[src/rtl/eeprom_link_pkg.sv]
// Shared types and protocol constants for the two-wire memory slave.
package eeprom_link_pkg;

    // Frame decoder states
    typedef enum logic [2:0] {
        ST_IDLE,   // waiting for a start
        ST_DEV,    // receiving header byte
        ST_WADDR,  // receiving word address
        ST_WDATA,  // receiving write data
        ST_RDATA   // shifting read data out
    } link_state_t;

    // Fixed upper nibble of the header
    localparam logic [3:0] DEV_CODE = 4'b1010;
    localparam int         STRAP_W  = 3;

endpackage

[src/rtl/twb_cond_detect.sv]
// Bus event detector.
// Compares each sample of SCL/SDA with the previous one and flags clock
// edges and start/stop conditions. Assumes the inputs are already
// synchronised to clk and held for at least two clk cycles per level.
module twb_cond_detect (
    input  logic clk,
    input  logic rst_n,
    input  logic scl_i,
    input  logic sda_i,
    output logic scl_rise_o,
    output logic scl_fall_o,
    output logic start_o,
    output logic stop_o
);

    logic scl_q;
    logic sda_q;

    // Keep the previous sample of both lines (idle bus is high)
    always_ff @(posedge clk) begin
        if (!rst_n) begin
            scl_q <= 1'b1;
            sda_q <= 1'b1;
        end else begin
            scl_q <= scl_i;
            sda_q <= sda_i;
        end
    end

    assign scl_rise_o = scl_i & ~scl_q;
    assign scl_fall_o = ~scl_i & scl_q;
    assign start_o    = scl_i & scl_q & sda_q & ~sda_i;
    assign stop_o     = scl_i & scl_q & ~sda_q & sda_i;

endmodule

[src/rtl/twb_busy_timer.sv]
// Programming-time model.
// Loaded by a one-cycle trigger, then reports busy for BUSY_CYCLES cycles.
module twb_busy_timer #(
    parameter int BUSY_CYCLES = 400
) (
    input  logic clk,
    input  logic rst_n,
    input  logic trig_i,
    output logic busy_o
);

    localparam int             CW   = $clog2(BUSY_CYCLES + 1);
    localparam logic [CW-1:0]  LOAD = CW'(BUSY_CYCLES);

    logic [CW-1:0] remain;

    // Count down the remaining programming time
    always_ff @(posedge clk) begin
        if (!rst_n)            remain <= '0;
        else if (trig_i)       remain <= LOAD;
        else if (remain != '0) remain <= remain - 1'b1;
    end

    assign busy_o = (remain != '0);

endmodule

[src/rtl/eeprom_link_slave.sv]
// Two-wire serial memory slave front end.
// Decodes headers, word addresses and data bytes from SCL/SDA, drives an
// open-drain pull enable for acknowledges and read data, keeps the access
// pointer and hands write bytes to a page buffer. Assumes rd_data_i is
// valid combinationally for rd_addr_o, and that the SCL/SDA inputs are
// synchronised and slow compared with clk.
module eeprom_link_slave
    import eeprom_link_pkg::*;
#(
    parameter int ADDR_W      = 8,
    parameter int DATA_W      = 8,
    parameter int PAGE_W      = 4,
    parameter int BUSY_CYCLES = 400
) (
    input  logic                clk,
    input  logic                rst_n,
    input  logic                scl_i,
    input  logic                sda_i,
    input  logic [STRAP_W-1:0]  strap_i,
    output logic                sda_pull_o,
    output logic                wr_en_o,
    output logic [ADDR_W-1:0]   wr_addr_o,
    output logic [DATA_W-1:0]   wr_data_o,
    output logic                commit_o,
    output logic [ADDR_W-1:0]   rd_addr_o,
    input  logic [DATA_W-1:0]   rd_data_i
);

    localparam logic [3:0]        CNT_LAST = 4'(DATA_W - 1);
    localparam logic [3:0]        CNT_ACK  = 4'(DATA_W);
    localparam logic [3:0]        CNT_PRE  = 4'hF;
    localparam logic [PAGE_W-1:0] PG_ONE   = PAGE_W'(1);
    localparam logic [ADDR_W-1:0] PT_ONE   = ADDR_W'(1);

    logic scl_rise, scl_fall, start_evt, stop_evt, busy;

    link_state_t         state;
    logic [3:0]          bit_cnt;   // bit index, CNT_ACK = ack slot
    logic [DATA_W-1:0]   sh_in;
    logic [DATA_W-1:0]   sh_out;
    logic [ADDR_W-1:0]   ptr;
    logic                rd_mode, ack_drv, mack, pend;
    logic                hdr_match;

    twb_cond_detect u_det (
        .clk        (clk),
        .rst_n      (rst_n),
        .scl_i      (scl_i),
        .sda_i      (sda_i),
        .scl_rise_o (scl_rise),
        .scl_fall_o (scl_fall),
        .start_o    (start_evt),
        .stop_o     (stop_evt)
    );

    twb_busy_timer #(.BUSY_CYCLES(BUSY_CYCLES)) u_busy (
        .clk    (clk),
        .rst_n  (rst_n),
        .trig_i (commit_o),
        .busy_o (busy)
    );

    // Header accepted only with the right code, matching straps, and no programming running
    assign hdr_match = (sh_in[7:4] == DEV_CODE) && (sh_in[3:1] == strap_i) && !busy;

    // Frame decoder, pointer and write port
    always_ff @(posedge clk) begin
        if (!rst_n) begin
            state     <= ST_IDLE;
            bit_cnt   <= CNT_PRE;
            sh_in     <= '0;
            sh_out    <= '1;
            ptr       <= '0;
            rd_mode   <= 1'b0;
            ack_drv   <= 1'b0;
            mack      <= 1'b0;
            pend      <= 1'b0;
            wr_en_o   <= 1'b0;
            wr_addr_o <= '0;
            wr_data_o <= '0;
            commit_o  <= 1'b0;
        end else begin
            wr_en_o  <= 1'b0;
            commit_o <= 1'b0;
            if (start_evt) begin
                state   <= ST_DEV;
                bit_cnt <= CNT_PRE;
                ack_drv <= 1'b0;
                pend    <= 1'b0;
            end else if (stop_evt) begin
                state    <= ST_IDLE;
                ack_drv  <= 1'b0;
                commit_o <= pend;
                pend     <= 1'b0;
            end else if (state != ST_IDLE) begin
                if (scl_rise) begin
                    if (bit_cnt < CNT_ACK)       sh_in <= {sh_in[DATA_W-2:0], sda_i};
                    else if (bit_cnt == CNT_ACK) mack  <= ~sda_i;
                end
                if (scl_fall) begin
                    if (bit_cnt == CNT_PRE) begin
                        bit_cnt <= '0;
                    end else if (bit_cnt == CNT_LAST) begin
                        bit_cnt <= CNT_ACK;
                        unique case (state)
                            ST_DEV: begin
                                if (hdr_match) begin
                                    ack_drv <= 1'b1;
                                    rd_mode <= sh_in[0];
                                end else begin
                                    state <= ST_IDLE;
                                end
                            end
                            ST_WADDR: begin
                                ack_drv <= 1'b1;
                                ptr     <= sh_in;
                            end
                            ST_WDATA: begin
                                ack_drv   <= 1'b1;
                                wr_en_o   <= 1'b1;
                                wr_addr_o <= ptr;
                                wr_data_o <= sh_in;
                                ptr       <= {ptr[ADDR_W-1:PAGE_W], ptr[PAGE_W-1:0] + PG_ONE};
                                pend      <= 1'b1;
                            end
                            ST_RDATA: begin
                                ptr  <= ptr + PT_ONE;
                                mack <= 1'b0;
                            end
                            default: ;
                        endcase
                    end else if (bit_cnt == CNT_ACK) begin
                        ack_drv <= 1'b0;
                        bit_cnt <= '0;
                        unique case (state)
                            ST_DEV: begin
                                if (rd_mode) begin
                                    state  <= ST_RDATA;
                                    sh_out <= rd_data_i;
                                end else begin
                                    state <= ST_WADDR;
                                end
                            end
                            ST_WADDR: state <= ST_WDATA;
                            ST_RDATA: begin
                                if (mack) sh_out <= rd_data_i;
                                else      state  <= ST_IDLE;
                            end
                            default: ;
                        endcase
                    end else begin
                        bit_cnt <= bit_cnt + 4'd1;
                        if (state == ST_RDATA) sh_out <= {sh_out[DATA_W-2:0], 1'b1};
                    end
                end
            end
        end
    end

    // Pull SDA for an acknowledge, or for a 0 bit while sending read data
    assign sda_pull_o = ack_drv |
                        ((state == ST_RDATA) && (bit_cnt < CNT_ACK) && !sh_out[DATA_W-1]);
    assign rd_addr_o  = ptr;

endmodule

[config.mk]
export PLATFORM = sky130hd
export DESIGN_NAME = eeprom_link_slave
export DESIGN_NICKNAME = d
export VERILOG_FILES = /design/src/rtl/eeprom_link_pkg.sv /design/src/rtl/twb_cond_detect.sv /design/src/rtl/twb_busy_timer.sv /design/src/rtl/eeprom_link_slave.sv
export SDC_FILE = /design/constraint.sdc
export NUM_CORES = 1
export LEC_CHECK = 0
export ABC_AREA = 1
export BUFFER_PORTS_ARGS = -buffer_cell sky130_fd_sc_hd__buf_2
export CAP_MARGIN = 20
export CORE_AREA = 5 5 95 79
export CTS_CLUSTER_DIAMETER = 100
export CTS_CLUSTER_SIZE = 25
export DETAILED_ROUTE_END_ITERATION = 10
export DIE_AREA = 0 0 100 84
export PLACE_DENSITY = 0.7
export REMOVE_ABC_BUFFERS = 1
export SYNTH_ARGS = -nofsm -noshare
export SYNTH_HDL_FRONTEND = slang
export SYNTH_SLANG_ARGS = --single-unit
[constraint.sdc]
create_clock -name clk -period 4.9 [get_ports clk]
set_clock_uncertainty 0.15 [all_clocks]
set_input_delay 0.245 -clock clk [delete_from_list [all_inputs] [get_ports clk]]
set_output_delay 0.245 -clock clk [all_outputs]
set_load 0.005 [all_outputs]
* Yosys cells after proc, flatten, opt, wreduce, memory -nomap -nowiden
Cells that the tools add are included.
** Operators by class
- Add/subtract/negate cells :: 4
- Magnitude comparators :: 1
- Equality and inequality tests :: 20
- Mux-type cells :: 35
- Bitwise operators :: 20
- Reduce and logical (&&, ||, !) cells :: 37
** Operator list (number)
- $mux W8 :: 4
- $reduce_and A8 Y1 :: 4
- $pmux W8 S3 :: 1
- $mux W3 :: 6
- $mux W9 :: 2
- $mux W1 :: 16
- $pmux W8 S2 :: 1
- $ne A3 B3 Y1 const B :: 5
- $reduce_bool A3 Y1 :: 5
- $reduce_and A7 Y1 :: 2
- $eq A4 B4 Y1 const B :: 3
- $mux W4 :: 3
- $not A1 Y1 :: 12
- $reduce_and A10 Y1 :: 1
- $reduce_and A5 Y1 :: 2
- $reduce_bool A2 Y1 :: 5
- $pmux W3 S3 :: 1
- $reduce_bool A9 Y1 :: 1
- $sub A9 B1 Y9 const B :: 1
- $add A4 B1 Y4 const B :: 2
- $add A8 B1 Y8 const B :: 1
- $and A1 B1 Y1 :: 7
- $reduce_or A7 Y1 :: 1
- $eq A3 B2 Y1 const B :: 2
- 21 further kinds :: 29
** Word-level totals
- Bits in registers :: 64
- Bits of input ports :: 15
- Output and inout port bits :: 27
- Logic and storage cells :: 136

* Logic depth before layout (Yosys ltp)
Gate-level depths: netlist of the first run.
- Word-level depth :: 11
- Depth in mapped cells :: 13
- Gate-level depth less buffers :: 13

* Modules after synthesis
A second synthesis of the first run with hierarchy kept.
** Unflattened totals
- Cell total of the unflattened synthesis :: 439
- Area, all modules :: 3109.2 um2
** Modules (own cells, without submodules)
- eeprom_link_slave :: times used 1, cells an instance 360, area each 2571.2 um2, sequential area each 1061.0 um2
- twb_busy_timer :: times used 1, cells an instance 64, area each 449.2 um2, sequential area each 180.2 um2
- twb_cond_detect :: times used 1, cells an instance 15, area each 88.8 um2, sequential area each 40.0 um2

* Worst setup path before layout of the first run
OpenSTA, ideal clock, no wires.
- Path kind :: reg2reg
- Start point :: register bit_cnt[0]
- End point :: register sh_out[0]
- Library setup time :: 135 ps
- Arrival time :: 1320 ps
- Required time :: 4615 ps
- Setup slack :: 3295 ps
- Stages on the path, launching flop included :: 10
- Buffers on the path :: 0
- Period minus slack after synthesis :: 1605 ps
- Cells stage by stage :: dfxtp_1 > inv_1 > ha_1 > nand2_2 > nor2_4 > inv_2 > o21ai_4 > nand3_4 > nand2_1 > o211ai_2
** On the way
- Cells in the longest elaborated chain, start to end :: 3
- Elaborated cells on any way between the ends :: 10
- Classes of those cells :: eq/ne (5); mux (1); bitwise (2); reduce/logical (2)
** Ends and longest elaborated chain
- start, declared :: RTL line eeprom_link_slave.sv:38 : logic [3:0] bit_cnt;
- start signal, assigned :: RTL line eeprom_link_slave.sv:152 : bit_cnt <= bit_cnt + 4'd1;
- $eq A4 B4 Y1 (tied with other cells) :: RTL line eeprom_link_slave.sv:132 : end else if (bit_cnt == CNT_ACK) begin
- $ne A3 B3 Y1 (no source line) (tied with other cells)
- $reduce_and A10 Y1 (no source line)
- end signal, assigned :: RTL line eeprom_link_slave.sv:139 : sh_out <= rd_data_i;
- end signal, assigned :: RTL line eeprom_link_slave.sv:146 : if (mack) sh_out <= rd_data_i;
- end signal, assigned :: RTL line eeprom_link_slave.sv:153 : if (state == ST_RDATA) sh_out <= {sh_out[DATA_W-2:0], 1'b1};
- end, declared :: RTL line eeprom_link_slave.sv:40 : logic [DATA_W-1:0] sh_out;
Several ways; a longest one is shown, not always the timed one.
A chain may end at the register's enable or synchronous reset.

* Worst setup path in the final report of the first run
Ends and elaborated chain as after synthesis.

==> results.yml, run 1 <==
floorplan:
  core_area_mm2: 0.006588
  rows: 27
  start_util: 0.4731
  dieArea_mm2: 0.008400
  ioPinCount: 42
  fp.dieH_um: 84
  die_w_um: 100
route:
  first_pass_iters: 5
  avgViaCountPerCell: 5.068
  ant_nets: 0
  vias: 2899
  drc_errors: 0
  drtIter0Drc: 221
  wirelength_um: 7029
  detail_route.wl_per_cell_um: 12.29
layout:
  drive_gt1_frac: 0.1732
  final_nets: 500
  synthToLayoutAreaGrowth_pct: 17.06
  n_antenna_cell: 0
  fillers: 668
sta:
  fmax_ghz: 0.4861
  finalCriticalPeriod_ns: 2.057
  setup_viol: 0
  slew-limit-headroom: 0.5227
  fin_crit_sh: 0.4199
  final_hold_viol_count: 0
  worst_slack_ns: 2.843
  tightest_slew_ns: 0.7160
  final_max_slew_viol_count: 0
  grt_setup_unrepaired: "no"
  tns_ns: 0
status:
  status: "complete, no violations"
synthesis:
  synth-edff-count: 0
  netlist_instances: 435
  syn_avg_cell_area_um2: 7.165
  synth_top_cell_by_area: "dfxtp_1"
  ys_seq_area_frac: 0.4111
  synth_seq_cells: 64
  async_flop_share: 0
  yosys_most_used_dff: "dfxtp_1"
  yosysMostFrequentCell: "nand2_1"
  synth.top_cells.by_count: "nand2_1, dfxtp_1, inv_1"
  synth_top_cell_area_share: 0.4111
  synth_cell_types: 41
  yosys_warnings: 0
  synth_area_mm2: 0.003117
  synthTopCellsByArea: "dfxtp_1, nand2_1, inv_1"
critical_path:
  cp_data_arrival_time_ns: 2.10
  path_class: "flop to flop"
  path_max_fanout: 13
  critPathCaptureType: "flop"
  required_ns: 4.95
  cp-start-kind: "flop"
clocking:
  cts_tree: "built"
  cts_root_buf: "clkbuf_8"
  path_clk_slew_ns: 0.07
  h-tree-depth: 3
  cts_buffers: 9
  cts.sinks: 64
  clk_path_buf_depth: 2
  cts_setup_buffers: 0
  clkLatencyLatePin_ns: 0.34
  cts-resized-gates: 0
pwr:
  pwr-share-seq: 0.438
  total_leakage_power_uw: 0.001617
  vdd_ir_drop_max_uv: 224.2
  p_switching_uw: 387.6
  power_frac_clock: 0.368
  total_power_uw: 1341
  intPower_uw: 953.4
  switching_share: 0.2891
  p_per_area_mw_per_mm2: 367.5
  combPwrFrac: 0.194
place:
  place_congestion: 0.9009
  io_buffers: 41
  hpwl_um: 5058
  pre_cts_slack_ns: 2.492
job:
  maxCapViolCount: 0
grt:
  grt_overflow_total: 0
  antenna_found_initial: 0
  grt_pass1_vias: 2664
  grtUsageTotal: 0.1776
  grt_pass1_wl_um: 12130
  grt_max_degree: 45
worst_hold_path:
  hp-class: "primary input to flop"
-- worst max-delay path, stage by stage, from the launching register on --
cell	delay [ns]
dfxtp_1	0.33
inv_1	0.10
ha_1	0.17
nand2_2	0.07
nor2_4	0.28
inv_2	0.18
o21ai_4	0.28
nand3_4	0.18
nand2_1	0.12
o211ai_2	0.07
-- power by group through the flow --
stage,clock [uW],combinational (uW),sequential [uW]
finish,494,260,587
global route,525,305,593
CTS,505,262,587
detailed placement,0,259,599
global placement,0,254,597
floorplan,0,206,592
-- placed cells by master (no fill, tap or decap), drive strengths merged --
master / netlist / layout
a211oi: 4 / 4
a21boi: 1 / 1
a21o: 2 / 2
a21oi: 41 / 41
a22oi: 1 / 1
a31oi: 4 / 4
buf: 6 / 42
bufinv: 0 / 2
clkbuf: 4 / 13
clkinv: 1 / 2
dfxtp: 64 / 64
dlygate4sd3: 0 / 2
ha: 5 / 5
inv: 66 / 66
nand2: 92 / 92
nand3: 25 / 25
nand3b: 1 / 1
nand4: 11 / 11
nor2: 38 / 38
nor3: 7 / 7
nor3b: 1 / 1
o211ai: 4 / 4
o21ai: 48 / 48
o21bai: 1 / 1
o22ai: 1 / 1
o31ai: 1 / 1
or2: 1 / 1
xnor2: 1 / 1
xor2: 4 / 4
-- timing repair --
action                                 CTS  global route
setup endpoints to repair                0             0
endpoints found under the hold margin    2             0
hold buffers                             2             0
-- area by class of cell --
type                    instances  area, um2  area share
clock buffers                  13      148.9     0.04081
flip-flops and latches         64       1281      0.3512
clock inverters                 3      65.06     0.01783
repair buffers                 44      252.7     0.06927
well taps                      87      108.9     0.02984
multi-input cells             294       1540      0.4222
inverters                      67      251.5     0.06893
-- logic make-up (layout without fill, tap and decap cells) --
| group | count (synthesis) | count (layout) | synth area share |
|---|---|---|---|
| and+or+nand+nor | 176 | 176 | 0.2617 |
| DFF | 64 | 64 | 0.4111 |
| adders and majority gates | 5 | 5 | 0.02007 |
| AOI/OAI and AO/OA | 108 | 108 | 0.1983 |
| buffers and inverters | 77 | 127 | 0.09474 |
| xor gates and xnor gates | 5 | 5 | 0.01405 |
-- routing by layer --
metal | global-route usage | part of all wire | vias up
li1 | - | - | 1528
met1 | 0.2505 | 0.51 | 1294
met2 | 0.2604 | 0.42 | 69
met3 | 0.05347 | 0.065 | 8
met4 | 0.05141 | 0.010 | 0
met5 | 0 | 0 | -
-- flip-flops by register name, indices dropped and copies added (netlist names), 3 cells and up --
| name | flops |
|---|---|
| u_busy.remain | 9 |
| wr_data_o | 8 |
| bit_cnt | 4 |
| sh_in | 8 |
| wr_addr_o | 8 |
| sh_out | 8 |
| state | 3 |
| rd_addr_o | 8 |
-- path summary, 6_finish.rpt --
path | end | from | slack [ns] | cells after the start
max | sh_out[0] | bit_cnt[0] | 2.84 | 9
min | sh_out[0] | rd_data_i[0] | 0.04 | 3
max reg2reg | sh_out[0] | bit_cnt[0] | 2.84 | 9
min reg2reg | wr_addr_o[3] | wr_addr_o[3] | 0.29 | 2
-- through the flow --
step	cells	cell area [um2]	util	hold WS [ns]
global placement	553	3387	0.5142	0.2788
CTS	571	3621	0.5497	0.02872
global route	572	3649	0.5538	0.03728
finish	572	3649	0.5538	0.03589
floorplan	425	3073	-	0.1638
detailed placement	553	3387	0.5142	0.2834
Note: power is estimated with default switching activity, not from simulation.
==> run 2: changes to the inputs <==
==> constraint.sdc (replaced) <==
create_clock -name clk -period 2.05 [get_ports clk]
set_clock_uncertainty 0.15 [all_clocks]
set_input_delay 0.1025 -clock clk [delete_from_list [all_inputs] [get_ports clk]]
set_output_delay 0.1025 -clock clk [all_outputs]
set_load 0.005 [all_outputs]
==> run 2 against run 1 <==
First-iteration DRC count is 21% lower. Core utilization is 1.0 points higher. Die area unchanged. Critical path type unchanged. Largest cell class unchanged. Highest routed layer unchanged.
==> results.yml, run 2 (synthesized netlist as in run 1, its figures left out) <==
status:
  status: "complete, no violations"
layout:
  multi_input_area_mm2: 0.001540
  final_common_cell: "nand2_1"
  n_antenna_cell: 0
  fillers: 651
  synthToLayoutAreaGrowth_pct: 19.23
  seq_area_mm2: 0.001281
  final_cell_mix: "nand2_1, dfxtp_1, inv_1"
  regMostFlops: "u_busy.remain"
  drive_gt1_frac: 0.1778
  final_nets: 511
  largest_reg_flops: 9
  finalInstanceArea_mm2: 0.003716
route:
  ant_nets: 0
  detail_route.wl_per_cell_um: 12.49
  wirelength_um: 7271
  vias: 2950
  drtIter0Drc: 175
  drc_errors: 0
  first_pass_iters: 4
  avgViaCountPerCell: 5.069
critical_path:
  r2r_cells: 9
  rrSetupSlack_ns: 0.22
  required_ns: 2.12
  path_class: "flop to flop"
  path_max_fanout: 10
  critPathCaptureType: "flop"
  cp_data_arrival_time_ns: 1.90
  cp-start-kind: "flop"
floorplan:
  fp.dieH_um: 84
  ioPinCount: 42
  dieArea_mm2: 0.008400
  start_util: 0.4731
  core_area_mm2: 0.006588
  rows: 27
  die_w_um: 100
sta:
  grt_setup_unrepaired: "no"
  tns_ns: 0
  final_hold_viol_count: 0
  finalCriticalPeriod_ns: 1.834
  worst_slack_ns: 0.2159
  tightest_slew_ns: 0.5157
  setup_viol: 0
  fin_crit_sh: 0.8947
  slew-limit-headroom: 0.6553
  final_max_slew_viol_count: 0
  fmax_ghz: 0.5452
clocking:
  h-tree-depth: 3
  cts_root_buf: "clkbuf_8"
  path_clk_slew_ns: 0.07
  cts-resized-gates: 0
  cts.sinks: 64
  cts_tree: "built"
  clkLatencyLatePin_ns: 0.35
  cts_buffers: 9
  clk_path_buf_depth: 2
place:
  io_buffers: 41
  pre_cts_slack_ns: 0.2210
  placed_area_mm2: 0.003425
  hpwl_um: 5251
  place_congestion: 0.9116
grt:
  grt_pass1_wl_um: 12520
  antenna_found_initial: 0
  grt_pass1_vias: 2771
  grtUsageTotal: 0.1840
  grt_max_degree: 44
  grt_overflow_total: 0
pwr:
  vdd_ir_drop_max_uv: 326.4
  total_leakage_power_uw: 0.001652
  p_per_area_mw_per_mm2: 858.7
worst_hold_path:
  hp-class: "primary input to flop"
  hold_depth: 5
job:
  maxCapViolCount: 0
## run 2: where the power goes
group / switching [uW] / total [uW] / leakage, uW / internal, uW
Sequential: 71.8 / 1410 / 0.000519 / 1330
Clock: 468 / 1140 / 0.000103 / 675
Combinational: 404 / 643 / 0.00103 / 239
Total: 944 / 3190 / 0.00165 / 2250
## run 2: layout make-up
cell class | count | share of cell area
clock buffer | 11 | 0.03535
multi-input combinational | 294 | 0.4145
sequential | 64 | 0.3448
clock inverter | 4 | 0.01886
inverter | 67 | 0.06768
timing repair buffer | 55 | 0.08956
tap | 87 | 0.02929
## run 2: critical path: stages (launching register included)
cell      delay (ns)
dfxtp_1         0.32
inv_1           0.10
ha_1            0.17
nand2_2         0.07
nor2_4          0.15
inv_2           0.12
o21ai_4         0.26
nand3_4         0.17
nand2_1         0.11
o211ai_2        0.07
## run 2: stage by stage
| stage | instances | util | power (uW) | hold WS (ns) |
|---|---|---|---|---|
| after floorplan | 425 | - | 1906 | 0.02131 |
| after global placement | 558 | 0.5198 | 2030 | 0.1888 |
| after detailed placement | 558 | 0.5198 | 2057 | 0.2054 |
| after CTS | 582 | 0.5641 | 3211 | 0.002199 |
| after global routing | 582 | 0.5641 | 3377 | 0.05286 |
| final | 582 | 0.5641 | 3191 | 0.02709 |
## run 2: path summary, 6_finish.rpt
| kind | start | to |
|---|---|---|
| worst max-delay path | bit_cnt[0] | sh_out[0] |
| worst min register to register | wr_addr_o[6] | wr_addr_o[6] |
| worst max register to register | bit_cnt[0] | sh_out[0] |
| worst min-delay path | rd_data_i[7] | sh_out[7] |
## run 2: timing repair
item | in CTS | in global routing
hold buffers | 9 | 0
buffers inserted | 0 | 0
endpoints found under the hold margin | 11 | 0
## run 2: per-layer routing
metal	global-route usage	part of all wire	routed length [um]
met1	0.2517	0.48	3485
met2	0.2804	0.43	3150
met3	0.04595	0.073	533
met4	0.06365	0.014	102
met5	0	0	0
